**src/rtl/tq_pkg.sv**
```systemverilog
`timescale 1ns/1ps
package tq_pkg;
   typedef enum logic [1:0] {
      ST_IDLE  = 2'd0,
      ST_WAIT  = 2'd1,
      ST_WALK  = 2'd2,
      ST_DRAIN = 2'd3
   } tq_state_e;
endpackage

```
**src/rtl/tq_cmp.sv**
```systemverilog
`timescale 1ns/1ps
module tq_cmp #(
   parameter int TIME_W = 32
) (
   input  logic [TIME_W-1:0] now_t,
   input  logic [TIME_W-1:0] head_t,
   input  logic [TIME_W-1:0] cand_t,
   input  logic [TIME_W-1:0] held_t,
   input  logic [TIME_W-1:0] walk_t,
   output logic              head_due,
   output logic              cand_first,
   output logic              walk_pass
);
   logic [TIME_W-1:0] d_due, d_first, d_walk;

   // wrap-safe differences: the sign bit decides the order
   assign d_due   = now_t  - head_t;
   assign d_first = head_t - cand_t;
   assign d_walk  = held_t - walk_t;

   assign head_due   = ~d_due[TIME_W-1];
   assign cand_first = ~d_first[TIME_W-1] & (|d_first);
   assign walk_pass  = ~d_walk[TIME_W-1];
endmodule

```
**src/rtl/tq_pool.sv**
```systemverilog
`timescale 1ns/1ps
module tq_pool #(
   parameter int DEPTH  = 8,
   parameter int TIME_W = 32,
   parameter int ID_W   = 8,
   localparam int IW    = (DEPTH > 1) ? $clog2(DEPTH) : 1,
   localparam int CW    = $clog2(DEPTH + 1)
) (
   input  logic              clk,
   input  logic              rst_n,
   input  logic              alloc_i,
   input  logic [TIME_W-1:0] new_t_i,
   input  logic [ID_W-1:0]   new_id_i,
   input  logic              link_head_i,
   input  logic              link_after_i,
   input  logic [IW-1:0]     after_idx_i,
   input  logic [IW-1:0]     new_idx_i,
   input  logic              pop_i,
   input  logic [IW-1:0]     walk_idx_i,
   output logic [IW-1:0]     free_idx_o,
   output logic [IW-1:0]     head_idx_o,
   output logic [TIME_W-1:0] head_t_o,
   output logic [ID_W-1:0]   head_id_o,
   output logic [IW-1:0]     walk_next_o,
   output logic [TIME_W-1:0] walk_next_t_o,
   output logic [CW-1:0]     cnt_o
);
   logic [TIME_W-1:0] t_mem  [DEPTH];
   logic [ID_W-1:0]   id_mem [DEPTH];
   logic [IW-1:0]     nxt    [DEPTH];
   logic [IW-1:0]     head_q, free_q;
   logic [CW-1:0]     cnt_q;

   // slot payload
   always_ff @(posedge clk or negedge rst_n) begin
      if (!rst_n) begin
         for (int s = 0; s < DEPTH; s++) begin
            t_mem[s]  <= '0;
            id_mem[s] <= '0;
         end
      end else if (alloc_i) begin
         t_mem[free_q]  <= new_t_i;
         id_mem[free_q] <= new_id_i;
      end
   end

   // links: both the sorted list and the free list live here
   always_ff @(posedge clk or negedge rst_n) begin
      if (!rst_n) begin
         for (int s = 0; s < DEPTH; s++)
            nxt[s] <= IW'((s + 1) % DEPTH);
      end else begin
         for (int s = 0; s < DEPTH; s++) begin
            if (link_head_i && new_idx_i == IW'(s))
               nxt[s] <= head_q;
            else if (link_after_i && new_idx_i == IW'(s))
               nxt[s] <= nxt[after_idx_i];
            else if (link_after_i && after_idx_i == IW'(s))
               nxt[s] <= new_idx_i;
            else if (pop_i && head_q == IW'(s))
               nxt[s] <= free_q;
         end
      end
   end

   always_ff @(posedge clk or negedge rst_n) begin
      if (!rst_n) begin
         head_q <= '0;
         free_q <= '0;
         cnt_q  <= '0;
      end else begin
         if (alloc_i)
            free_q <= nxt[free_q];
         else if (pop_i)
            free_q <= head_q;

         if (link_head_i)
            head_q <= new_idx_i;
         else if (pop_i)
            head_q <= nxt[head_q];

         if (alloc_i && !pop_i)
            cnt_q <= cnt_q + CW'(1);
         else if (pop_i && !alloc_i)
            cnt_q <= cnt_q - CW'(1);
      end
   end

   assign free_idx_o    = free_q;
   assign head_idx_o    = head_q;
   assign head_t_o      = t_mem[head_q];
   assign head_id_o     = id_mem[head_q];
   assign walk_next_o   = nxt[walk_idx_i];
   assign walk_next_t_o = t_mem[nxt[walk_idx_i]];
   assign cnt_o         = cnt_q;
endmodule

```
**src/rtl/tq_ctrl.sv**
```systemverilog
`timescale 1ns/1ps
module tq_ctrl
   import tq_pkg::*;
#(
   parameter int DEPTH  = 8,
   parameter int TIME_W = 32,
   parameter int ID_W   = 8,
   localparam int IW    = (DEPTH > 1) ? $clog2(DEPTH) : 1,
   localparam int CW    = $clog2(DEPTH + 1)
) (
   input  logic              clk,
   input  logic              rst_n,
   input  logic              enq_valid_i,
   input  logic [TIME_W-1:0] enq_t_i,
   input  logic [CW-1:0]     cnt_i,
   input  logic              head_due_i,
   input  logic              cand_first_i,
   input  logic              walk_pass_i,
   input  logic [ID_W-1:0]   head_id_i,
   input  logic [IW-1:0]     free_idx_i,
   input  logic [IW-1:0]     head_idx_i,
   input  logic [IW-1:0]     walk_next_i,
   output logic              alloc_o,
   output logic              link_head_o,
   output logic              link_after_o,
   output logic              pop_o,
   output logic [IW-1:0]     cur_idx_o,
   output logic [IW-1:0]     new_idx_o,
   output logic [TIME_W-1:0] held_t_o,
   output logic              enq_ready_o,
   output logic              rel_valid_o,
   output logic [ID_W-1:0]   rel_id_o,
   output logic              tmr_en_o,
   output logic              ovf_o
);
   tq_state_e         st_q, st_d;
   logic [IW-1:0]     cur_q, cur_d, nidx_q, nidx_d;
   logic [CW-1:0]     rem_q, rem_d;
   logic [TIME_W-1:0] nt_q, nt_d;
   logic              ovf_set, rel_set;
   logic              empty, full;

   assign empty = (cnt_i == '0);
   assign full  = (cnt_i == CW'(DEPTH));

   always_comb begin
      st_d         = st_q;
      cur_d        = cur_q;
      rem_d        = rem_q;
      nt_d         = nt_q;
      nidx_d       = nidx_q;
      alloc_o      = 1'b0;
      link_head_o  = 1'b0;
      link_after_o = 1'b0;
      pop_o        = 1'b0;
      ovf_set      = 1'b0;
      rel_set      = 1'b0;
      unique case (st_q)
         ST_IDLE, ST_WAIT: begin
            if (enq_valid_i) begin
               if (full) begin
                  ovf_set = 1'b1;
               end else if (empty || cand_first_i) begin
                  alloc_o     = 1'b1;
                  link_head_o = 1'b1;
                  st_d        = ST_DRAIN;
               end else begin
                  alloc_o = 1'b1;
                  nt_d    = enq_t_i;
                  nidx_d  = free_idx_i;
                  cur_d   = head_idx_i;
                  rem_d   = cnt_i - CW'(1);
                  st_d    = ST_WALK;
               end
            end else if (!empty && head_due_i) begin
               st_d = ST_DRAIN;
            end
         end
         ST_WALK: begin
            if (rem_q != '0 && walk_pass_i) begin
               cur_d = walk_next_i;
               rem_d = rem_q - CW'(1);
            end else begin
               link_after_o = 1'b1;
               st_d         = ST_WAIT;
            end
         end
         ST_DRAIN: begin
            if (!empty && head_due_i) begin
               pop_o   = 1'b1;
               rel_set = 1'b1;
            end else begin
               st_d = empty ? ST_IDLE : ST_WAIT;
            end
         end
         default: st_d = ST_IDLE;
      endcase
   end

   always_ff @(posedge clk or negedge rst_n) begin
      if (!rst_n) begin
         st_q        <= ST_IDLE;
         cur_q       <= '0;
         rem_q       <= '0;
         nt_q        <= '0;
         nidx_q      <= '0;
         rel_valid_o <= 1'b0;
         rel_id_o    <= '0;
         ovf_o       <= 1'b0;
      end else begin
         st_q        <= st_d;
         cur_q       <= cur_d;
         rem_q       <= rem_d;
         nt_q        <= nt_d;
         nidx_q      <= nidx_d;
         rel_valid_o <= rel_set;
         if (rel_set)
            rel_id_o <= head_id_i;
         if (ovf_set)
            ovf_o <= 1'b1;
      end
   end

   assign cur_idx_o   = cur_q;
   assign new_idx_o   = (st_q == ST_WALK) ? nidx_q : free_idx_i;
   assign held_t_o    = nt_q;
   assign enq_ready_o = (st_q == ST_IDLE) || (st_q == ST_WAIT);
   assign tmr_en_o    = (st_q != ST_IDLE);
endmodule

```
**src/rtl/release_timer_queue.sv**
```systemverilog
`timescale 1ns/1ps
module release_timer_queue #(
   parameter int DEPTH  = 8,
   parameter int TIME_W = 32,
   parameter int ID_W   = 8
) (
   input  logic              clk,
   input  logic              rst_n,
   input  logic              enq_valid,
   input  logic [TIME_W-1:0] enq_time,
   input  logic [ID_W-1:0]   enq_id,
   output logic              enq_ready,
   output logic              q_full,
   input  logic [TIME_W-1:0] time_now,
   output logic              rel_valid,
   output logic [ID_W-1:0]   rel_id,
   output logic              q_empty,
   output logic              tmr_en,
   output logic              ovf_err
);
   localparam int IW = (DEPTH > 1) ? $clog2(DEPTH) : 1;
   localparam int CW = $clog2(DEPTH + 1);

   generate
      if (DEPTH < 2) begin : g_bad_depth
         initial $fatal(1, "release_timer_queue: DEPTH must be at least 2");
      end
      if (TIME_W < 2) begin : g_bad_time
         initial $fatal(1, "release_timer_queue: TIME_W must be at least 2");
      end
      if (ID_W < 1) begin : g_bad_id
         initial $fatal(1, "release_timer_queue: ID_W must be at least 1");
      end
   endgenerate

   logic              alloc, link_head, link_after, pop;
   logic [IW-1:0]     cur_idx, new_idx, free_idx, head_idx, walk_next;
   logic [TIME_W-1:0] head_t, walk_next_t, held_t;
   logic [ID_W-1:0]   head_id;
   logic [CW-1:0]     occ;
   logic              head_due, cand_first, walk_pass;

   tq_pool #(.DEPTH(DEPTH), .TIME_W(TIME_W), .ID_W(ID_W)) u_pool (
      .clk          (clk),
      .rst_n        (rst_n),
      .alloc_i      (alloc),
      .new_t_i      (enq_time),
      .new_id_i     (enq_id),
      .link_head_i  (link_head),
      .link_after_i (link_after),
      .after_idx_i  (cur_idx),
      .new_idx_i    (new_idx),
      .pop_i        (pop),
      .walk_idx_i   (cur_idx),
      .free_idx_o   (free_idx),
      .head_idx_o   (head_idx),
      .head_t_o     (head_t),
      .head_id_o    (head_id),
      .walk_next_o  (walk_next),
      .walk_next_t_o(walk_next_t),
      .cnt_o        (occ)
   );

   tq_cmp #(.TIME_W(TIME_W)) u_cmp (
      .now_t     (time_now),
      .head_t    (head_t),
      .cand_t    (enq_time),
      .held_t    (held_t),
      .walk_t    (walk_next_t),
      .head_due  (head_due),
      .cand_first(cand_first),
      .walk_pass (walk_pass)
   );

   tq_ctrl #(.DEPTH(DEPTH), .TIME_W(TIME_W), .ID_W(ID_W)) u_ctrl (
      .clk         (clk),
      .rst_n       (rst_n),
      .enq_valid_i (enq_valid),
      .enq_t_i     (enq_time),
      .cnt_i       (occ),
      .head_due_i  (head_due),
      .cand_first_i(cand_first),
      .walk_pass_i (walk_pass),
      .head_id_i   (head_id),
      .free_idx_i  (free_idx),
      .head_idx_i  (head_idx),
      .walk_next_i (walk_next),
      .alloc_o     (alloc),
      .link_head_o (link_head),
      .link_after_o(link_after),
      .pop_o       (pop),
      .cur_idx_o   (cur_idx),
      .new_idx_o   (new_idx),
      .held_t_o    (held_t),
      .enq_ready_o (enq_ready),
      .rel_valid_o (rel_valid),
      .rel_id_o    (rel_id),
      .tmr_en_o    (tmr_en),
      .ovf_o       (ovf_err)
   );

   assign q_empty = (occ == '0);
   assign q_full  = (occ == CW'(DEPTH));
endmodule

```
**config.mk**
```make
export PLATFORM = sky130hd
export DESIGN_NAME = release_timer_queue
export DESIGN_NICKNAME = d
export VERILOG_FILES = /design/src/rtl/tq_pkg.sv /design/src/rtl/tq_cmp.sv /design/src/rtl/tq_pool.sv /design/src/rtl/tq_ctrl.sv /design/src/rtl/release_timer_queue.sv
export SDC_FILE = /design/constraint.sdc
export NUM_CORES = 1
export LEC_CHECK = 0
export ABC_CLOCK_PERIOD_IN_PS = 8700
export CORE_AREA = 2 2 346 211
export CTS_CLUSTER_SIZE = 28
export DETAILED_ROUTE_END_ITERATION = 8
export DIE_AREA = 0 0 348 213
export GPL_ROUTABILITY_DRIVEN = 0
export HOLD_SLACK_MARGIN = 0.12
export MAX_ROUTING_LAYER = met4
export PLACE_DENSITY = 0.47
export SLEW_MARGIN = 0
export SYNTH_ARGS = -nofsm -noshare
export SYNTH_HDL_FRONTEND = slang
export SYNTH_SLANG_ARGS = --single-unit
```
**constraint.sdc**
```tcl
create_clock -name clk -period 8.7 [get_ports clk]
set_input_delay 1.74 -clock clk [delete_from_list [all_inputs] [get_ports clk]]
set_output_delay 1.74 -clock clk [all_outputs]
set_load 0.01 [all_outputs]
```
# ---- Word-level counts from Yosys, hierarchy flattened
# Cells that the tools add are included.
dict set report totals {
  register_bits 408
  inputBits 75
  output_inout_bits 14
  wordCells 250
}
dict set report op_classes {
  addsub 6
  magnitude_cmp 5
  n_eq_ne 33
  n_mux 95
  n_bitwise 10
  n_reduce_logical 66
}
# cell n
set op_table {}
lappend op_table {{$bwmux 256} 1}
lappend op_table {{$bmux 32 s3} 2}
lappend op_table {{$mux 32} 5}
lappend op_table {{$mux 3} 47}
lappend op_table {{$demux 32 s3} 1}
lappend op_table {{$sub 32x32->32} 3}
lappend op_table {{$bwmux 64} 1}
lappend op_table {{$logic_and 1x1->1} 37}
lappend op_table {{$eq 3x3->1 const B} 12}
lappend op_table {{$reduce_bool 4->1} 9}
lappend op_table {{$reduce_or 32->1} 1}
lappend op_table {{$bmux 3 s3} 3}
lappend op_table {{$bmux 8 s3} 1}
lappend op_table {{$demux 8 s3} 1}
lappend op_table {{$mux 4} 6}
lappend op_table {{$mux 8} 3}
lappend op_table {{$eq 3x2->1 const B} 6}
lappend op_table {{$ge 4x4->1 const B} 4}
lappend op_table {{$mux 1} 16}
lappend op_table {{$not 3->4} 4}
lappend op_table {{$mux 2} 5}
lappend op_table {{$ne 2x2->1 const B} 5}
lappend op_table {{$reduce_bool 2->1} 5}
lappend op_table {{$eq 3x1->1 const B} 3}
lappend op_table {{22 further kinds} 34}

# ---- Logic depth before layout (Yosys ltp)
# Gate-level depths: netlist of the first run.
dict set report logic_depth {
  word_depth 17
  mapped_depth 23
  depth_no_buf 18
}

# ---- By module
# Synthesis of the first run repeated with hierarchy kept, for this count alone.
dict set report unflattened {
  hier_cells 2259
  hier_area_um2 25361.8
}
# module instances cells_per_inst area_per_inst_um2 seq_area_each_um2
set modules_own_cells {}
lappend modules_own_cells {tq_pool 1 1547 19427.4 8873.5}
lappend modules_own_cells {tq_cmp 1 540 3628.5 0.0}
lappend modules_own_cells {tq_ctrl 1 170 2278.4 1351.3}
lappend modules_own_cells {release_timer_queue 1 2 27.5 0.0}

# ---- Least setup slack after synthesis of the first run
# OpenSTA, ideal clock, no wires.
dict set report synth_timing {
  kind {register to register}
  start {reg u_ctrl.cur_q[0] (netlist: u_ctrl.cur_idx_o[0])}
  end {reg u_pool.nxt[2] in the netlist's numbering}
  setup_ps 126
  t_arrival_ps 5449
  required_time_ps 8574
  slack_ps 3124
  path_stages_with_launch 24
  n_path_buf 6
  synth_period_minus_slack_ps 5576
  cell_sequence {dfrtp_1 > buf_2 > mux4_2 > mux2i_1 > clkbuf_1 > buf_1 > buf_1 > nand2_1 > a311oi_1 > a31oi_1 > ha_1 > a2111oi_0 > o21ai_0 > and3_1 > a2111oi_0 > o211ai_1 > nor4_1 > o21a_1 > buf_4 > buf_4 > nor2_1 > a2bb2oi_1 > mux2i_1 > a311o_1}
}
dict set report synth_via {
  elab_chain_cells 17
  elab_cells_between_ends 20
  cone_classes {add/sub: 1; eq/ne: 1; mux: 11; bitwise: 3; reduce/logical: 4}
}
# element line
set synth_rtl {}
lappend synth_rtl {{start: declaration} tq_ctrl.sv:37} ;# logic [IW-1:0] cur_q, cur_d, nidx_q, nidx_d;
lappend synth_rtl {{start signal: assignment} tq_ctrl.sv:112} ;# cur_q <= cur_d;
lappend synth_rtl {{$not 3->4 (implied by the code)} {tq_pool.sv:57, tq_pool.sv:94}}
lappend synth_rtl {{$bmux 3 s3} {tq_pool.sv:57, tq_pool.sv:94}}
lappend synth_rtl {{$mux 3 (implied by the code) (2 in series)} {tq_pool.sv:57, tq_pool.sv:94}}
lappend synth_rtl {{$not 3->4 (implied by the code)} tq_pool.sv:94} ;# assign walk_next_t_o = t_mem[nxt[walk_idx_i]];
lappend synth_rtl {{$bmux 32 s3} tq_pool.sv:94}
lappend synth_rtl {{$mux 32 (implied by the code) (2 in series)} tq_pool.sv:94}
lappend synth_rtl {{$sub 32x32->32} tq_cmp.sv:19} ;# assign d_walk = held_t - walk_t;
lappend synth_rtl {{$not 1->1} tq_cmp.sv:23} ;# assign walk_pass = ~d_walk[TIME_W-1];
lappend synth_rtl {{$logic_and 1x1->1} tq_ctrl.sv:80} ;# if (rem_q != '0 && walk_pass_i) begin
lappend synth_rtl {{$mux 1} tq_ctrl.sv:80}
lappend synth_rtl {{$mux 1} tq_ctrl.sv:58} ;# unique case (st_q)
lappend synth_rtl {{$logic_and 1x1->1} tq_pool.sv:58} ;# else if (link_after_i && after_idx_i == IW'(s))
lappend synth_rtl {{$mux 3} tq_pool.sv:58}
lappend synth_rtl {{$mux 3} tq_pool.sv:56} ;# else if (link_after_i && new_idx_i == IW'(s))
lappend synth_rtl {{$mux 3} tq_pool.sv:54} ;# if (link_head_i && new_idx_i == IW'(s))
lappend synth_rtl {{end signal: indexed assignment} tq_pool.sv:55} ;# nxt[s] <= head_q;
lappend synth_rtl {{end signal: indexed assignment} tq_pool.sv:57} ;# nxt[s] <= nxt[after_idx_i];
lappend synth_rtl {{end signal: indexed assignment} tq_pool.sv:59} ;# nxt[s] <= new_idx_i;
lappend synth_rtl {{end: declaration} tq_pool.sv:30} ;# logic [IW-1:0] nxt [DEPTH];
# Parallel ways exist; a longest one is shown, timed or not. The select of a mux whose other input is x is not followed.
# A chain may end at the register's enable or synchronous reset.

# ---- Final worst setup path of the first run
dict set report layout_timing {
  start {reg u_ctrl.cur_q[0] (netlist: u_ctrl.cur_idx_o[0])}
  end {reg u_ctrl.cur_q[1] (netlist: u_ctrl.cur_idx_o[1])}
}
dict set report layout_via {
  elab_chain_cells 13
  elab_cells_between_ends 15
  cone_classes {add/sub: 1; eq/ne: 1; mux: 8; bitwise: 3; reduce/logical: 2}
}
# element line
set layout_rtl {}
lappend layout_rtl {{$not 3->4 (implied by the code) (*)} {tq_pool.sv:93, tq_pool.sv:94}}
lappend layout_rtl {{$bmux 3 s3 (*)} {tq_pool.sv:93, tq_pool.sv:94}}
lappend layout_rtl {{$mux 3 (implied by the code) (*) (2 in series)} {tq_pool.sv:93, tq_pool.sv:94}}
lappend layout_rtl {{$not 3->4 (implied by the code)} tq_pool.sv:94}
lappend layout_rtl {{$bmux 32 s3} tq_pool.sv:94}
lappend layout_rtl {{$mux 32 (implied by the code) (2 in series)} tq_pool.sv:94}
lappend layout_rtl {{$sub 32x32->32} tq_cmp.sv:19}
lappend layout_rtl {{$not 1->1} tq_cmp.sv:23}
lappend layout_rtl {{$logic_and 1x1->1} tq_ctrl.sv:80}
lappend layout_rtl {{$ne 2x1->1 (no line)} --}
lappend layout_rtl {{$reduce_and 5->1 (no line)} --}
# Every way passes the cells marked *; elsewhere a longest branch is shown, timed or not. The select of a mux whose other input is x is not followed.

==> results of run 1 <==
## worst max-delay path by stage
stage / startpoint / to / slack [ns] / depth (start not counted)
2_1_floorplan: u_ctrl.cur_idx_o[0] / u_pool.nxt[2] / 3.12 / 23
6_report: u_ctrl.cur_idx_o[0] / u_ctrl.cur_idx_o[1] / 1.22 / 18
3_5_place_dp: u_ctrl.cur_idx_o[0] / u_ctrl.cur_idx_o[1] / 1.39 / 18
3_3_place_gp: u_ctrl.cur_idx_o[0] / u_ctrl.cur_idx_o[0] / 1.49 / 18
5_1_grt: u_ctrl.cur_idx_o[0] / u_ctrl.cur_idx_o[1] / 0.77 / 18
4_1_cts: u_ctrl.cur_idx_o[0] / u_ctrl.cur_idx_o[1] / 1.37 / 18
## routing by layer
| layer | up-vias | wire (um) | global-route usage |
|---|---|---|---|
| met3 | 129 | 5810 | 0.0346 |
| met5 | - | 0 | - |
| met1 | 10613 | 43900 | 0.371 |
| met2 | 824 | 35500 | 0.335 |
| met4 | 0 | 1920 | 0.0585 |
| li1 | 9660 | - | - |
## synthesized netlist by cell type, types with 20 or more instances
cell type | instances | area, um^2
sky130_fd_sc_hd__nor3_1 | 31 | 155
sky130_fd_sc_hd__nand2_1 | 781 | 2930
sky130_fd_sc_hd__mux4_2 | 98 | 2210
sky130_fd_sc_hd__nand3_1 | 83 | 415
sky130_fd_sc_hd__o21ai_0 | 292 | 1460
sky130_fd_sc_hd__a221o_1 | 29 | 290
sky130_fd_sc_hd__nor2_1 | 56 | 210
sky130_fd_sc_hd__dfrtp_1 | 396 | 9910
sky130_fd_sc_hd__a21o_1 | 28 | 210
sky130_fd_sc_hd__ha_1 | 100 | 1250
sky130_fd_sc_hd__and3_1 | 41 | 257
sky130_fd_sc_hd__a311oi_1 | 31 | 272
sky130_fd_sc_hd__mux2_2 | 70 | 788
sky130_fd_sc_hd__mux2i_1 | 33 | 330
sky130_fd_sc_hd__and2_1 | 42 | 263
sky130_fd_sc_hd__buf_1 | 20 | 75.1
sky130_fd_sc_hd__inv_1 | 81 | 304
sky130_fd_sc_hd__a31oi_1 | 41 | 257
sky130_fd_sc_hd__a21oi_1 | 66 | 330
sky130_fd_sc_hd__clkbuf_1 | 150 | 563
## cells by family after synthesis
kind of cell	after synthesis	synth area share
and+or+nand+nor	1105	0.193
AOI/OAI and AO/OA	608	0.156
muxes	202	0.136
buffers and inverters	268	0.0420
xor gates and xnor gates	20	0.00710
DFF	408	0.415
adders and majority gates	101	0.0516
## final cells by class
cell class	instances	area, um^2	share of cell area
well taps	936	1170	0.0416
flip-flops and latches	408	10200	0.364
repair buffers	136	1370	0.0488
clock inverters	21	253	0.00899
multi-input cells	2036	13500	0.480
clock buffers	60	1280	0.0455
inverters	86	323	0.0115
## flip-flops by register name, summed over array words and instances, names as in the netlist, 4 cells and up
register         count
u_pool.cnt_o         4
u_ctrl.held_t_o     32
u_pool.t_mem       256
u_ctrl.rem_q         4
u_pool.id_mem       64
u_pool.nxt          24
u_ctrl.rel_id_o      8
## per-stage QoR
step | hold WS, ns | area, um^2 | setup WS (ns) | std cells | utilization
final | 0.475 | 28100 | 1.22 | 3683 | 0.396
after global routing | 0.492 | 28100 | 0.767 | 3683 | 0.396
after CTS | 0.475 | 28100 | 1.37 | 3683 | 0.396
after detailed placement | 0.459 | 26600 | 1.39 | 3602 | 0.374
after global placement | 0.453 | 26600 | 1.49 | 3602 | 0.374
after floorplan | 0.440 | 24700 | 3.12 | 2712 | -
## worst max-delay path: cells and delay by family (launching register included)
kind / cells / cell delay [ns]
AOI/OAI and AO/OA: 6 / 2.00
adders and majority gates: 1 / 0.32
buffers and inverters: 1 / 0.29
DFF: 1 / 0.76
muxes: 3 / 1.60
and+or+nand+nor: 7 / 2.31
==> reports/summary.log, run 1 <==
INFO  timing         timing.clock.skew=0.0226ns
INFO  layout         fill_cells=7,025
INFO  flow_run       max-cap-violations=0
INFO  critical_path  timing.reg2reg.worst_path_depth=18
INFO  detailed_routing initial_drc_count=2,184
INFO  logic_synthesis synth-edff-count=0
INFO  critical_path  most_frequent_cell_on_the_critical_path=sky130_fd_sc_hd__nand2_1
INFO  cts            cts.sinks=408
INFO  worst_hold_path whs_path_depth=2
INFO  logic_synthesis synth.net_count=2,888
INFO  detailed_routing drt_drc_violations_left=0
INFO  floorplanning  core.rowCount=76
INFO  cts            tritoncts_clock_tree=done
INFO  critical_path  timing.critical_path.slowest_cell_delay=0.94ns
INFO  timing         unrepaired_setup_endpoints_after_global_routing=false
INFO  floorplanning  initial_utilization=0.347
INFO  floorplanning  core_area=71,000um^2
INFO  logic_synthesis synth_cells=2,712
INFO  detailed_routing drt-wirelength-per-cell=23.6um
INFO  cts            cts_setup_buffers=0
INFO  layout         most_frequent_cells_in_the_layout=sky130_fd_sc_hd__nand2_1 (780), sky130_fd_sc_hd__dfrtp_1 (393), sky130_fd_sc_hd__o21ai_0 (292)
INFO  detailed_routing avg_vias_per_cell=5.76
INFO  layout         num_antenna_cells=0
INFO  logic_synthesis synthArstFlopShare=1.00
INFO  floorplanning  width_of_the_chip=348um
INFO  cts            cts_hold_repair.buffers=0
INFO  logic_synthesis post_synth.cell_area_avg=9.09um^2
INFO  timing         worstMarginPinSlew=1.11ns
INFO  cts            cts_resized=0
INFO  timing         fin_crit=7.48ns
INFO  cts            clockRootBuffer=sky130_fd_sc_hd__clkbuf_16
INFO  critical_path  rrSetupSlack=1.22ns
INFO  layout         syn2layout_area_growth=14.1%
INFO  grt            grt_pass1_wl=133,000um
INFO  detailed_routing drt_pre_antenna_iters=6
INFO  timing         timing.final.max_slew_violations=0
INFO  detailed_routing finalWirelength=87,100um
INFO  timing         setup_total_negative_slack=0ns
INFO  critical_path  cpMaxStageDelayCell=sky130_fd_sc_hd__nor4b_1
INFO  cts            clock_tree.htree_level_count=2
INFO  logic_synthesis ys_seq_elements=408
INFO  timing         post-route-period-util=0.860
INFO  critical_path  cp.required=9.17ns
INFO  cts            cts_buf_count=44
INFO  run_status     outcome=completed
INFO  timing         max_clock_freq=134MHz
INFO  timing         final-setup-viol-count=0
INFO  logic_synthesis yosys_warnings=0
INFO  critical_path  critical_path_endpoint_category=register
INFO  grt            first_global_vias=20.6k
INFO  grt            grt_antenna_before_repair=1
INFO  floorplanning  pin_count=89
INFO  floorplanning  die_area=74,100um^2
INFO  placed_design  place.detailed.hpwl=57,900um
INFO  timing         worst_slew_margin_rel=0.251
INFO  critical_path  crit_chain=mux4_2 > mux2i_4 > buf_12 > nand2_1 > and3_1 > a311oi_1 > a31oi_1 > ha_1 > nand4_1 > nor2_1 > nor4b_1 > a2111oi_0 > o211ai_1 > o22a_1 > o21a_1 > nand2_1 > nand2_1 > mux2_2
INFO  critical_path  cp.arrival=7.96ns
INFO  layout         layout_commonest_cell=sky130_fd_sc_hd__nand2_1
INFO  critical_path  worstSetupStartpointType=register
INFO  logic_synthesis dominantRegCellSynth=sky130_fd_sc_hd__dfrtp_1
INFO  grt            grtUsageTotal=0.243
INFO  layout         layout-drive-gt1-share=0.124
INFO  timing         report.final.hold_viol_count=0
INFO  layout         final_net_count=2,888
INFO  grt            grt_overflow=0
INFO  floorplanning  die-height=213um
INFO  critical_path  reg2reg_from=u_ctrl.cur_idx_o[0]
INFO  cts            clk_buf_depth=3
INFO  detailed_routing final_antenna_net_count=0
INFO  cts            clk_lat_worst_skew=0.61ns
INFO  critical_path  critical_path.reg2reg.endpoint=u_ctrl.cur_idx_o[1]
INFO  logic_synthesis fraction_of_the_yosys_area_taken_by_sequential_cells=0.415
INFO  logic_synthesis post_synth_instance_area=24,700um^2
INFO  cts            clk_pin_slew_worst_paths=0.06ns
INFO  critical_path  critPathKind=register to register
INFO  worst_hold_path worstHoldEndpoint=u_pool.id_mem[1]
INFO  critical_path  worst-path-max-fanout=41
INFO  worst_hold_path timing.hold.worst.start=u_pool.id_mem[1]
INFO  detailed_routing routed-via-count=21.2k
INFO  worst_hold_path worstHoldPathType=register to register
INFO  placed_design  portBuffers=88
INFO  grt            maximum_number_of_pins_on_one_net_before_global_route_repair=143
INFO  logic_synthesis post_synth_num_cell_types=85
Power of run 1 is left out: the tool's default activity adds up to more than one toggle a clock period on the data nets, which glitch-free logic cannot reach.
==> run 2: changes to the inputs <==
--- a/config.mk
+++ b/config.mk
@@ -6,10 +6,10 @@
 export NUM_CORES = 1
 export LEC_CHECK = 0
 export ABC_CLOCK_PERIOD_IN_PS = 8700
-export CORE_AREA = 2 2 346 211
+export CORE_AREA = 2 2 351 214
 export CTS_CLUSTER_SIZE = 28
 export DETAILED_ROUTE_END_ITERATION = 8
-export DIE_AREA = 0 0 348 213
+export DIE_AREA = 0 0 353 216
 export GPL_ROUTABILITY_DRIVEN = 0
 export HOLD_SLACK_MARGIN = 0.12
 export MAX_ROUTING_LAYER = met4
@@ -17,4 +17,5 @@
 export SLEW_MARGIN = 0
 export SYNTH_ARGS = -nofsm -noshare
 export SYNTH_HDL_FRONTEND = slang
+export SYNTH_HIERARCHICAL = 1
 export SYNTH_SLANG_ARGS = --single-unit
==> run 2 against run 1 <==
Highest routed layer unchanged. Critical path type unchanged. Via count shrank 12%. Cell area is 2.6% higher. Critical path depth up 5. Synthesized cell count decreased by 17%. Global-route usage down 3.3 points. Worst setup slack improved by 0.090 ns. Critical endpoint is now u_pool/nxt[21]. Non-clock buffer count is 3 lower.
==> reports/summary.log, run 2 <==
INFO  run_status     outcome=completed [unchanged]
INFO  cts            clk_pin_slew_worst_paths=0.06ns [about the same]
INFO  placed_design  place.detailed.hpwl=51,000um [was 57,900 um]
INFO  detailed_routing initial_drc_count=1,568 [was 2,184]
INFO  critical_path  cp.required=9.27ns [was 9.17 ns]
INFO  critical_path  worst-path-max-fanout=40 [was 41]
INFO  floorplanning  core_area=73,000um^2 [was 71,000 um^2]
INFO  cts            clock_tree.htree_level_count=2 [unchanged]
INFO  grt            grt_pass1_wl=120,000um [was 133,000 um]
INFO  layout         final_net_count=2,467 [was 2,888]
INFO  pwr            power_density_over_the_cells=441nW/um^2
INFO  logic_synthesis dominantRegCellSynth=sky130_fd_sc_hd__dfrtp_1 [unchanged]
INFO  detailed_routing drt-wirelength-per-cell=23.5um [was 23.6 um]
INFO  timing         max_clock_freq=135MHz [was 134 MHz]
INFO  critical_path  worstSetupStartpointType=register [unchanged]
INFO  timing         worst_slack=1.31ns [was 1.22 ns]
INFO  layout         number_of_flip_flops_in_the_largest_register=256 [unchanged]
INFO  critical_path  timing.critical_path.slowest_cell_delay=0.84ns [was 0.94 ns]
INFO  logic_synthesis fraction_of_the_yosys_area_taken_by_sequential_cells=0.403 [was 0.415]
INFO  timing         worst_hold_slack_after_final_layout=0.489ns [was 0.475 ns]
INFO  critical_path  critPathKind=register to register [unchanged]
INFO  placed_design  place_inst=3,234 [was 3,602]
INFO  grt            grt_antenna_before_repair=0 [was 1]
INFO  cts            cts_setup_buffers=0 [unchanged]
INFO  logic_synthesis cell_with_the_most_instances_after_synthesis=sky130_fd_sc_hd__mux2_2 [was sky130_fd_sc_hd__nand2_1]
INFO  flow_run       max-cap-violations=0 [unchanged]
INFO  timing         unrepaired_setup_endpoints_after_global_routing=false [unchanged]
INFO  floorplanning  die-height=216um [was 213 um]
INFO  detailed_routing final_antenna_net_count=0 [unchanged]
INFO  floorplanning  die_area=76,200um^2 [was 74,100 um^2]
INFO  pwr            cellLeakagePower=12.7nW
INFO  layout         instances_no_fill=3,317 [was 3,683]
INFO  timing         report.final.hold_viol_count=0 [unchanged]
INFO  placed_design  detailedPlace.worstSlack=1.28ns [was 1.39 ns]
INFO  detailed_routing met3_wirelength=4540um [was 5810 um]
INFO  pwr            power=12.7mW
INFO  critical_path  crit_family=simple AND/OR/NAND/NOR gates [unchanged]
INFO  placed_design  portBuffers=88 [unchanged]
INFO  critical_path  most_frequent_cell_on_the_critical_path=sky130_fd_sc_hd__nand2_1 [unchanged]
INFO  detailed_routing drt_drc_violations_left=0 [unchanged]
INFO  layout         registers.top_by_ff_count=u_pool/t_mem [was u_pool.t_mem]
INFO  grt            grt_overflow=0 [unchanged]
INFO  logic_synthesis synth.net_count=2,432 [was 2,888]
INFO  logic_synthesis yosys_warnings=6 [was 0]
INFO  layout         layout-drive-gt1-share=0.296 [was 0.124]
INFO  worst_hold_path worstHoldPathType=register to register [unchanged]
INFO  cts            clk_lat_worst_skew=0.63ns [was 0.61 ns]
INFO  logic_synthesis ys_seq_elements=408 [unchanged]
INFO  logic_synthesis post_synth_instance_area=25,400um^2 [was 24,700 um^2]
INFO  grt            first_global_vias=19.0k [was 20.6k]
INFO  critical_path  crit_path_start=u_ctrl/cur_idx_o[0] [was u_ctrl.cur_idx_o[0]]
INFO  logic_synthesis synthDominantCellAreaShare=0.391 [was 0.402]
INFO  layout         syn2layout_area_growth=13.8% [was 14.1%]
INFO  grt            grtUsageTotal=0.210 [was 0.243]
INFO  worst_hold_path timing.hold.worst.start=u_pool/id_mem[31] [was u_pool.id_mem[1]]
INFO  layout         utilization=0.395 [was 0.396]
INFO  layout         layout_commonest_cell=sky130_fd_sc_hd__mux2_2 [was sky130_fd_sc_hd__nand2_1]
INFO  critical_path  cp.arrival=7.96ns [about the same]
INFO  timing         timing.clock.skew=0.0362ns [was 0.0226 ns]
INFO  placed_design  placed_cell_area=27,300um^2 [was 26,600 um^2]
INFO  critical_path  reg2reg_from=u_ctrl/cur_idx_o[0] [was u_ctrl.cur_idx_o[0]]
INFO  layout         most_frequent_cells_in_the_layout=sky130_fd_sc_hd__mux2_2 (405), sky130_fd_sc_hd__dfrtp_1 (393), sky130_fd_sc_hd__nand2_1 (297) [was sky130_fd_sc_hd__nand2_1 (780), sky130_fd_sc_hd__dfrtp_1 (393), sky130_fd_sc_hd__o21ai_0 (292)]
INFO  cts            clk_buf_depth=3 [unchanged]
INFO  logic_synthesis synth_area_leader=sky130_fd_sc_hd__dfrtp_1 [unchanged]
INFO  timing         fin_crit=7.39ns [was 7.48 ns]
INFO  detailed_routing routed-wl-met2=32,900um [was 35,500 um]
INFO  layout         postLayoutCellArea=28,900um^2 [was 28,100 um^2]
INFO  cts            cts_buf_count=45 [was 44]
INFO  detailed_routing finalWirelength=78,000um [was 87,100 um]
INFO  layout         num_antenna_cells=0 [unchanged]
INFO  logic_synthesis synth_cells=2,259 [was 2,712]
INFO  floorplanning  core.rowCount=77 [was 76]
INFO  timing         worst_slew_margin_rel=0.299 [was 0.251]
INFO  logic_synthesis synthArstFlopShare=1.00 [unchanged]
INFO  logic_synthesis synth-edff-count=0 [unchanged]
INFO  timing         timing.final.max_slew_violations=0 [unchanged]
INFO  critical_path  path_buf_inv=5 [was 1]
INFO  cts            cts.sinks=408 [unchanged]
INFO  cts            cts_resized=0 [unchanged]
INFO  timing         post-route-period-util=0.850 [was 0.860]
INFO  cts            tritoncts_clock_tree=done [unchanged]
INFO  detailed_routing routed-via-count=18.7k [was 21.2k]
INFO  critical_path  crit_chain=mux2i_1 > mux4_4 > inv_4 > buf_12 > buf_4 > nand2_1 > a32oi_1 > and3_1 > inv_1 > ha_1 > nand4_1 > nor4_1 > o21ai_0 > nand2_1 > xnor2_1 > o41ai_1 > nand2_1 > inv_1 > nor4b_2 > nor4_1 > nor2_1 > o211ai_1 > nand2_1 [was mux4_2 > mux2i_4 > buf_12 > nand2_1 > and3_1 > a311oi_1 > a31oi_1 > ha_1 > nand4_1 > nor2_1 > nor4b_1 > a2111oi_0 > o211ai_1 > o22a_1 > o21a_1 > nand2_1 > nand2_1 > mux2_2]
INFO  timing         final-setup-viol-count=0 [unchanged]
INFO  detailed_routing drt_pre_antenna_iters=6 [unchanged]
INFO  cts            clockRootBuffer=sky130_fd_sc_hd__clkbuf_16 [unchanged]
INFO  logic_synthesis post_synth.cell_area_avg=11.2um^2 [was 9.09 um^2]
INFO  pwr            vdd_ir_drop_max=0.186mV
INFO  logic_synthesis synth.top_cells.by_area=sky130_fd_sc_hd__dfrtp_1 (39%), sky130_fd_sc_hd__mux2_2 (18%), sky130_fd_sc_hd__mux4_2 (9.1%), sky130_fd_sc_hd__ha_1 (4.7%), sky130_fd_sc_hd__nand2_1 (4.4%) [was sky130_fd_sc_hd__dfrtp_1 (40%), sky130_fd_sc_hd__nand2_1 (12%), sky130_fd_sc_hd__mux4_2 (9.0%), sky130_fd_sc_hd__o21ai_0 (5.9%), sky130_fd_sc_hd__ha_1 (5.1%)]
INFO  critical_path  critical_path_endpoint_category=register [unchanged]
INFO  grt            maximum_number_of_pins_on_one_net_before_global_route_repair=175 [was 143]
INFO  detailed_routing routed.top_layer=met4 [unchanged]
INFO  detailed_routing metal1_wirelength=39,500um [was 43,900 um]
INFO  timing         worstMarginPinSlew=1.05ns [was 1.11 ns]
INFO  floorplanning  pin_count=89 [unchanged]
INFO  floorplanning  initial_utilization=0.347 [about the same]
INFO  timing         setup_total_negative_slack=0ns [unchanged]
INFO  detailed_routing avg_vias_per_cell=5.63 [was 5.76]
INFO  floorplanning  width_of_the_chip=353um [was 348 um]
INFO  logic_synthesis synth_top_cells_by_count=sky130_fd_sc_hd__mux2_2 (405), sky130_fd_sc_hd__dfrtp_1 (396), sky130_fd_sc_hd__nand2_1 (298) [was sky130_fd_sc_hd__nand2_1 (781), sky130_fd_sc_hd__dfrtp_1 (396), sky130_fd_sc_hd__o21ai_0 (292)]
INFO  logic_synthesis post_synth_num_cell_types=90 [was 85]
INFO  critical_path  cpMaxStageDelayCell=sky130_fd_sc_hd__dfrtp_1 [was sky130_fd_sc_hd__nor4b_1]
INFO  cts            cts_hold_repair.buffers=0 [unchanged]
run 2: cell types whose count changed after synthesis, sizes merged, moves of 20 or more:
cell	change
a221o	-28
a22oi	+20
a311oi	-29
a31oi	-33
a32oi	+27
and2	-38
buf	+27
clkbuf	-64
inv	+30
mux2	+342
mux2i	+33
nand2	-483
nor3	-20
o21ai	-245
run 2: layout make-up:
class	count	area, um^2
inverters	113	427
flip-flops and latches	408	10200
repair buffers	133	1270
multi-input cells	1593	14100
fillers	7078	44200
clock buffers	58	1290
well taps	987	1230
clock inverters	25	297
run 2: logic make-up (layout without fill, tap and decap cells):
logic type	Yosys count	in the layout	share of synthesized area
and+or+nand+nor	604	604	0.118
muxes	582	582	0.301
DFF	408	408	0.403
AOI/OAI and AO/OA	287	287	0.0784
buffers and inverters	258	329	0.0431
adders and majority gates	98	98	0.0489
xor gates and xnor gates	22	22	0.00760
run 2: final timing paths:
check | endpoint | slack (ns) | cells past startpoint
worst max-delay path | u_pool/nxt[21] | 1.31 | 23
worst min-delay path | u_pool/id_mem[31] | 0.49 | 1
worst max register to register | u_pool/nxt[21] | 1.31 | 23
worst min register to register | u_pool/id_mem[31] | 0.49 | 1
max in group asynchronous | u_pool/id_mem[28] | 6.11 | 2
min in group asynchronous | u_pool/t_mem[22] | 1.13 | 1
run 2: routing by layer:
layer  global-route usage  vias up
met1                0.317     9660
met5                    -        -
met3               0.0331       76
met2                0.298      561
li1                     -     8379
met4               0.0376        0
run 2: worst register-to-register path: cells and delay by family (launching register included):
family          cells  cell delay (ns)
buf+inv             5             1.73
simple gates       10             2.69
fa+ha+maj           1             0.34
xor+xnor            1             0.11
flops               1             0.84
mux                 2             1.01
compound gates      4             0.63
run 2: report_power, final:
part	internal [mW]	switching (mW)
logic	3.30	4.11
registers	2.58	0.664
clock network	1.20	0.864
total	7.07	5.64
Note: power is estimated with default switching activity, not from simulation.
==> run 3: changes to the inputs <==
--- a/config.mk
+++ b/config.mk
@@ -5,7 +5,7 @@
 export SDC_FILE = /design/constraint.sdc
 export NUM_CORES = 1
 export LEC_CHECK = 0
-export ABC_CLOCK_PERIOD_IN_PS = 8700
+export ABC_CLOCK_PERIOD_IN_PS = 7600
 export CORE_AREA = 2 2 351 214
 export CTS_CLUSTER_SIZE = 28
 export DETAILED_ROUTE_END_ITERATION = 8
==> constraint.sdc (replaced) <==
create_clock -name clk -period 7.6 [get_ports clk]
set_input_delay 1.52 -clock clk [delete_from_list [all_inputs] [get_ports clk]]
set_output_delay 1.52 -clock clk [all_outputs]
set_load 0.01 [all_outputs]
==> run 3 against run 2 <==
Routed wire length is 0.88% higher. Flip-flop and latch count stayed put. Utilization grew 0.29 points. Critical endpoint is now u_pool/nxt[22]. Largest cell class unchanged. Largest power group unchanged.
==> reports/summary.log, run 3 (same netlist as run 2, synthesis figures left out) <==
INFO  timing         worstMarginPinSlew=1.08ns [was 1.05 ns]
INFO  detailed_routing initial_drc_count=1,629 [was 1,568]
INFO  pwr            vdd_ir_drop_max=0.278mV [was 0.186 mV]
INFO  layout         final_net_count=2,492 [was 2,467]
INFO  placed_design  portBuffers=88 [unchanged]
INFO  pwr            cellLeakagePower=12.8nW [was 12.7 nW]
INFO  detailed_routing drt-wirelength-per-cell=23.5um [about the same]
INFO  critical_path  cp.arrival=7.14ns [was 7.96 ns]
INFO  worst_hold_path worstHoldPathType=register to register [unchanged]
INFO  timing         unrepaired_setup_endpoints_after_global_routing=false [unchanged]
INFO  layout         syn2layout_area_growth=14.6% [was 13.8%]
INFO  detailed_routing avg_vias_per_cell=5.59 [was 5.63]
INFO  placed_design  place.detailed.hpwl=50,000um [was 51,000 um]
INFO  layout         registers.top_by_ff_count=u_pool/t_mem [unchanged]
INFO  cts            clock_tree.htree_level_count=2 [unchanged]
INFO  detailed_routing drt_drc_violations_left=0 [unchanged]
INFO  layout         utilization=0.398 [was 0.395]
INFO  timing         timing.final.max_slew_violations=0 [unchanged]
INFO  critical_path  timing.critical_path.slowest_cell_delay=0.69ns [was 0.84 ns]
INFO  cts            clk_pin_slew_worst_paths=0.06ns [about the same]
INFO  timing         setup_total_negative_slack=0ns [unchanged]
INFO  cts            cts_resized=0 [unchanged]
INFO  floorplanning  die-height=216um [unchanged]
INFO  pwr            power_density_over_the_cells=504nW/um^2 [was 441 nW/um^2]
INFO  layout         layout-drive-gt1-share=0.299 [was 0.296]
INFO  detailed_routing final_antenna_net_count=0 [unchanged]
INFO  floorplanning  initial_utilization=0.347 [unchanged]
INFO  critical_path  critical_path_endpoint_category=register [unchanged]
INFO  detailed_routing finalWirelength=78,700um [was 78,000 um]
INFO  cts            clk_lat_worst_skew=0.63ns [about the same]
INFO  floorplanning  core_area=73,000um^2 [unchanged]
INFO  floorplanning  die_area=76,200um^2 [unchanged]
INFO  detailed_routing routed-via-count=18.7k [about the same]
INFO  placed_design  placed_cell_area=27,500um^2 [was 27,300 um^2]
INFO  critical_path  worst-path-max-fanout=34 [was 40]
INFO  grt            grt_antenna_before_repair=4 [was 0]
INFO  floorplanning  pin_count=89 [unchanged]
INFO  timing         fin_crit=6.63ns [was 7.39 ns]
INFO  critical_path  crit_family=compound AO/OA/AOI/OAI gates [was simple AND/OR/NAND/NOR gates]
INFO  critical_path  most_frequent_cell_on_the_critical_path=sky130_fd_sc_hd__buf_4 [was sky130_fd_sc_hd__nand2_1]
INFO  layout         number_of_flip_flops_in_the_largest_register=256 [unchanged]
INFO  flow_run       max-cap-violations=0 [unchanged]
INFO  timing         worst_slew_margin_rel=0.277 [was 0.299]
INFO  critical_path  worstSetupStartpointType=register [unchanged]
INFO  cts            cts_buf_count=45 [unchanged]
INFO  critical_path  rrSetupSlack=0.97ns [was 1.31 ns]
INFO  cts            cts.sinks=408 [unchanged]
INFO  grt            first_global_vias=19.0k [about the same]
INFO  critical_path  timing.reg2reg.worst_path_depth=23 [unchanged]
INFO  detailed_routing drt_pre_antenna_iters=5 [was 6]
INFO  cts            clockRootBuffer=sky130_fd_sc_hd__clkbuf_16 [unchanged]
INFO  grt            grt_overflow=0 [unchanged]
INFO  floorplanning  width_of_the_chip=353um [unchanged]
INFO  critical_path  crit_chain=buf_12 > mux4_2 > mux2_2 > ha_1 > a21oi_2 > o21a_1 > a21oi_1 > o22ai_1 > a41oi_4 > a221o_1 > nor3b_1 > or4_1 > nor4_2 > a31oi_1 > inv_1 > a21boi_0 > buf_4 > nor4b_1 > buf_4 > nor4_1 > nor2_1 > o211ai_1 > nand2_1 [was mux2i_1 > mux4_4 > inv_4 > buf_12 > buf_4 > nand2_1 > a32oi_1 > and3_1 > inv_1 > ha_1 > nand4_1 > nor4_1 > o21ai_0 > nand2_1 > xnor2_1 > o41ai_1 > nand2_1 > inv_1 > nor4b_2 > nor4_1 > nor2_1 > o211ai_1 > nand2_1]
INFO  cts            tritoncts_clock_tree=done [unchanged]
INFO  timing         max_clock_freq=151MHz [was 135 MHz]
INFO  critical_path  cp.required=8.11ns [was 9.27 ns]
INFO  layout         postLayoutCellArea=29,100um^2 [was 28,900 um^2]
INFO  critical_path  critPathKind=register to register [unchanged]
INFO  cts            cts_setup_buffers=0 [unchanged]
INFO  critical_path  path_buf_inv=4 [was 5]
INFO  floorplanning  core.rowCount=77 [unchanged]
INFO  timing         timing.clock.skew=0.0426ns [was 0.0362 ns]
INFO  critical_path  critical_path_depth=23 [unchanged]
INFO  layout         most_frequent_cells_in_the_layout=sky130_fd_sc_hd__mux2_2 (405), sky130_fd_sc_hd__dfrtp_1 (393), sky130_fd_sc_hd__nand2_1 (297) [unchanged]
INFO  worst_hold_path whs_path_depth=1 [unchanged]
INFO  timing         post-route-period-util=0.873 [was 0.850]
INFO  critical_path  cpMaxStageDelayCell=sky130_fd_sc_hd__dfrtp_4 [was sky130_fd_sc_hd__dfrtp_1]
INFO  grt            maximum_number_of_pins_on_one_net_before_global_route_repair=159 [was 175]
INFO  cts            clk_buf_depth=3 [unchanged]
INFO  timing         report.final.hold_viol_count=0 [unchanged]
INFO  timing         final-setup-viol-count=0 [unchanged]
INFO  layout         layout_commonest_cell=sky130_fd_sc_hd__mux2_2 [unchanged]
INFO  cts            cts_hold_repair.buffers=0 [unchanged]
INFO  grt            grtUsageTotal=0.213 [was 0.210]
INFO  run_status     outcome=completed [unchanged]
INFO  grt            grt_pass1_wl=121,000um [was 120,000 um]
INFO  layout         fill_cells=7,049 [was 7,078]
[run 3: worst paths after layout]
check                                          start                    to
worst min register to register     u_pool/id_mem[31]     u_pool/id_mem[31]
worst min-delay path               u_pool/id_mem[31]     u_pool/id_mem[31]
worst max-delay path            u_pool/head_idx_o[0]        u_pool/nxt[22]
min in group asynchronous                      rst_n      u_pool/t_mem[87]
worst max register to register  u_pool/head_idx_o[0]        u_pool/nxt[22]
max in group asynchronous                      rst_n  u_pool/head_idx_o[1]
[run 3: routing by layer]
metal | GRT usage | routed length [um] | vias up
li1 | - | - | 8447
met3 | 0.0371 | 5200 | 85
met5 | - | 0 | -
met2 | 0.295 | 32900 | 598
met1 | 0.322 | 39400 | 9558
met4 | 0.0455 | 1170 | 0
[run 3: where the power goes]
group	internal, mW	total, mW	switching, mW
Clock	1.28	2.29	1.01
Sequential	2.95	3.63	0.684
Combinational	3.85	8.71	4.86
[run 3: cell type report]
cell class	instances	area [um^2]	share of cell area
repair buffers	158	1540	0.0529
well taps	987	1230	0.0425
multi-input cells	1593	14100	0.485
clock inverters	15	213	0.00732
clock buffers	68	1310	0.0452
flip-flops and latches	408	10200	0.352
diodes	2	5.00	0.000172
inverters	113	427	0.0147
[run 3: worst register-to-register path, cell delays in order, from the launching register on]
cell and delay (ns):
sky130_fd_sc_hd__dfrtp_4 0.69, sky130_fd_sc_hd__buf_12 0.36, sky130_fd_sc_hd__mux4_2 0.62, sky130_fd_sc_hd__mux2_2 0.34, sky130_fd_sc_hd__ha_1 0.43, sky130_fd_sc_hd__a21oi_2 0.23
sky130_fd_sc_hd__o21a_1 0.28, sky130_fd_sc_hd__a21oi_1 0.10, sky130_fd_sc_hd__o22ai_1 0.29, sky130_fd_sc_hd__a41oi_4 0.07, sky130_fd_sc_hd__a221o_1 0.39, sky130_fd_sc_hd__nor3b_1 0.17
sky130_fd_sc_hd__or4_1 0.52, sky130_fd_sc_hd__nor4_2 0.14, sky130_fd_sc_hd__a31oi_1 0.20, sky130_fd_sc_hd__inv_1 0.09, sky130_fd_sc_hd__a21boi_0 0.11, sky130_fd_sc_hd__buf_4 0.22
sky130_fd_sc_hd__nor4b_1 0.16, sky130_fd_sc_hd__buf_4 0.20, sky130_fd_sc_hd__nor4_1 0.56, sky130_fd_sc_hd__nor2_1 0.15, sky130_fd_sc_hd__o211ai_1 0.13, sky130_fd_sc_hd__nand2_1 0.08
[run 3: metrics by stage]
| step | setup WS, ns | std cells | hold slack [ns] | power, mW |
|---|---|---|---|---|
| 6_report | 0.968 | 3344 | 0.486 | 14.6 |
| 5_1_grt | 0.573 | 3344 | 0.514 | 15.7 |
| 4_1_cts | 0.996 | 3342 | 0.488 | 14.6 |
| 3_5_place_dp | 0.633 | 3259 | 0.475 | 12.3 |
| 3_3_place_gp | 0.822 | 3259 | 0.463 | 12.2 |
| 2_1_floorplan | 1.62 | 2259 | 0.453 | 9.55 |
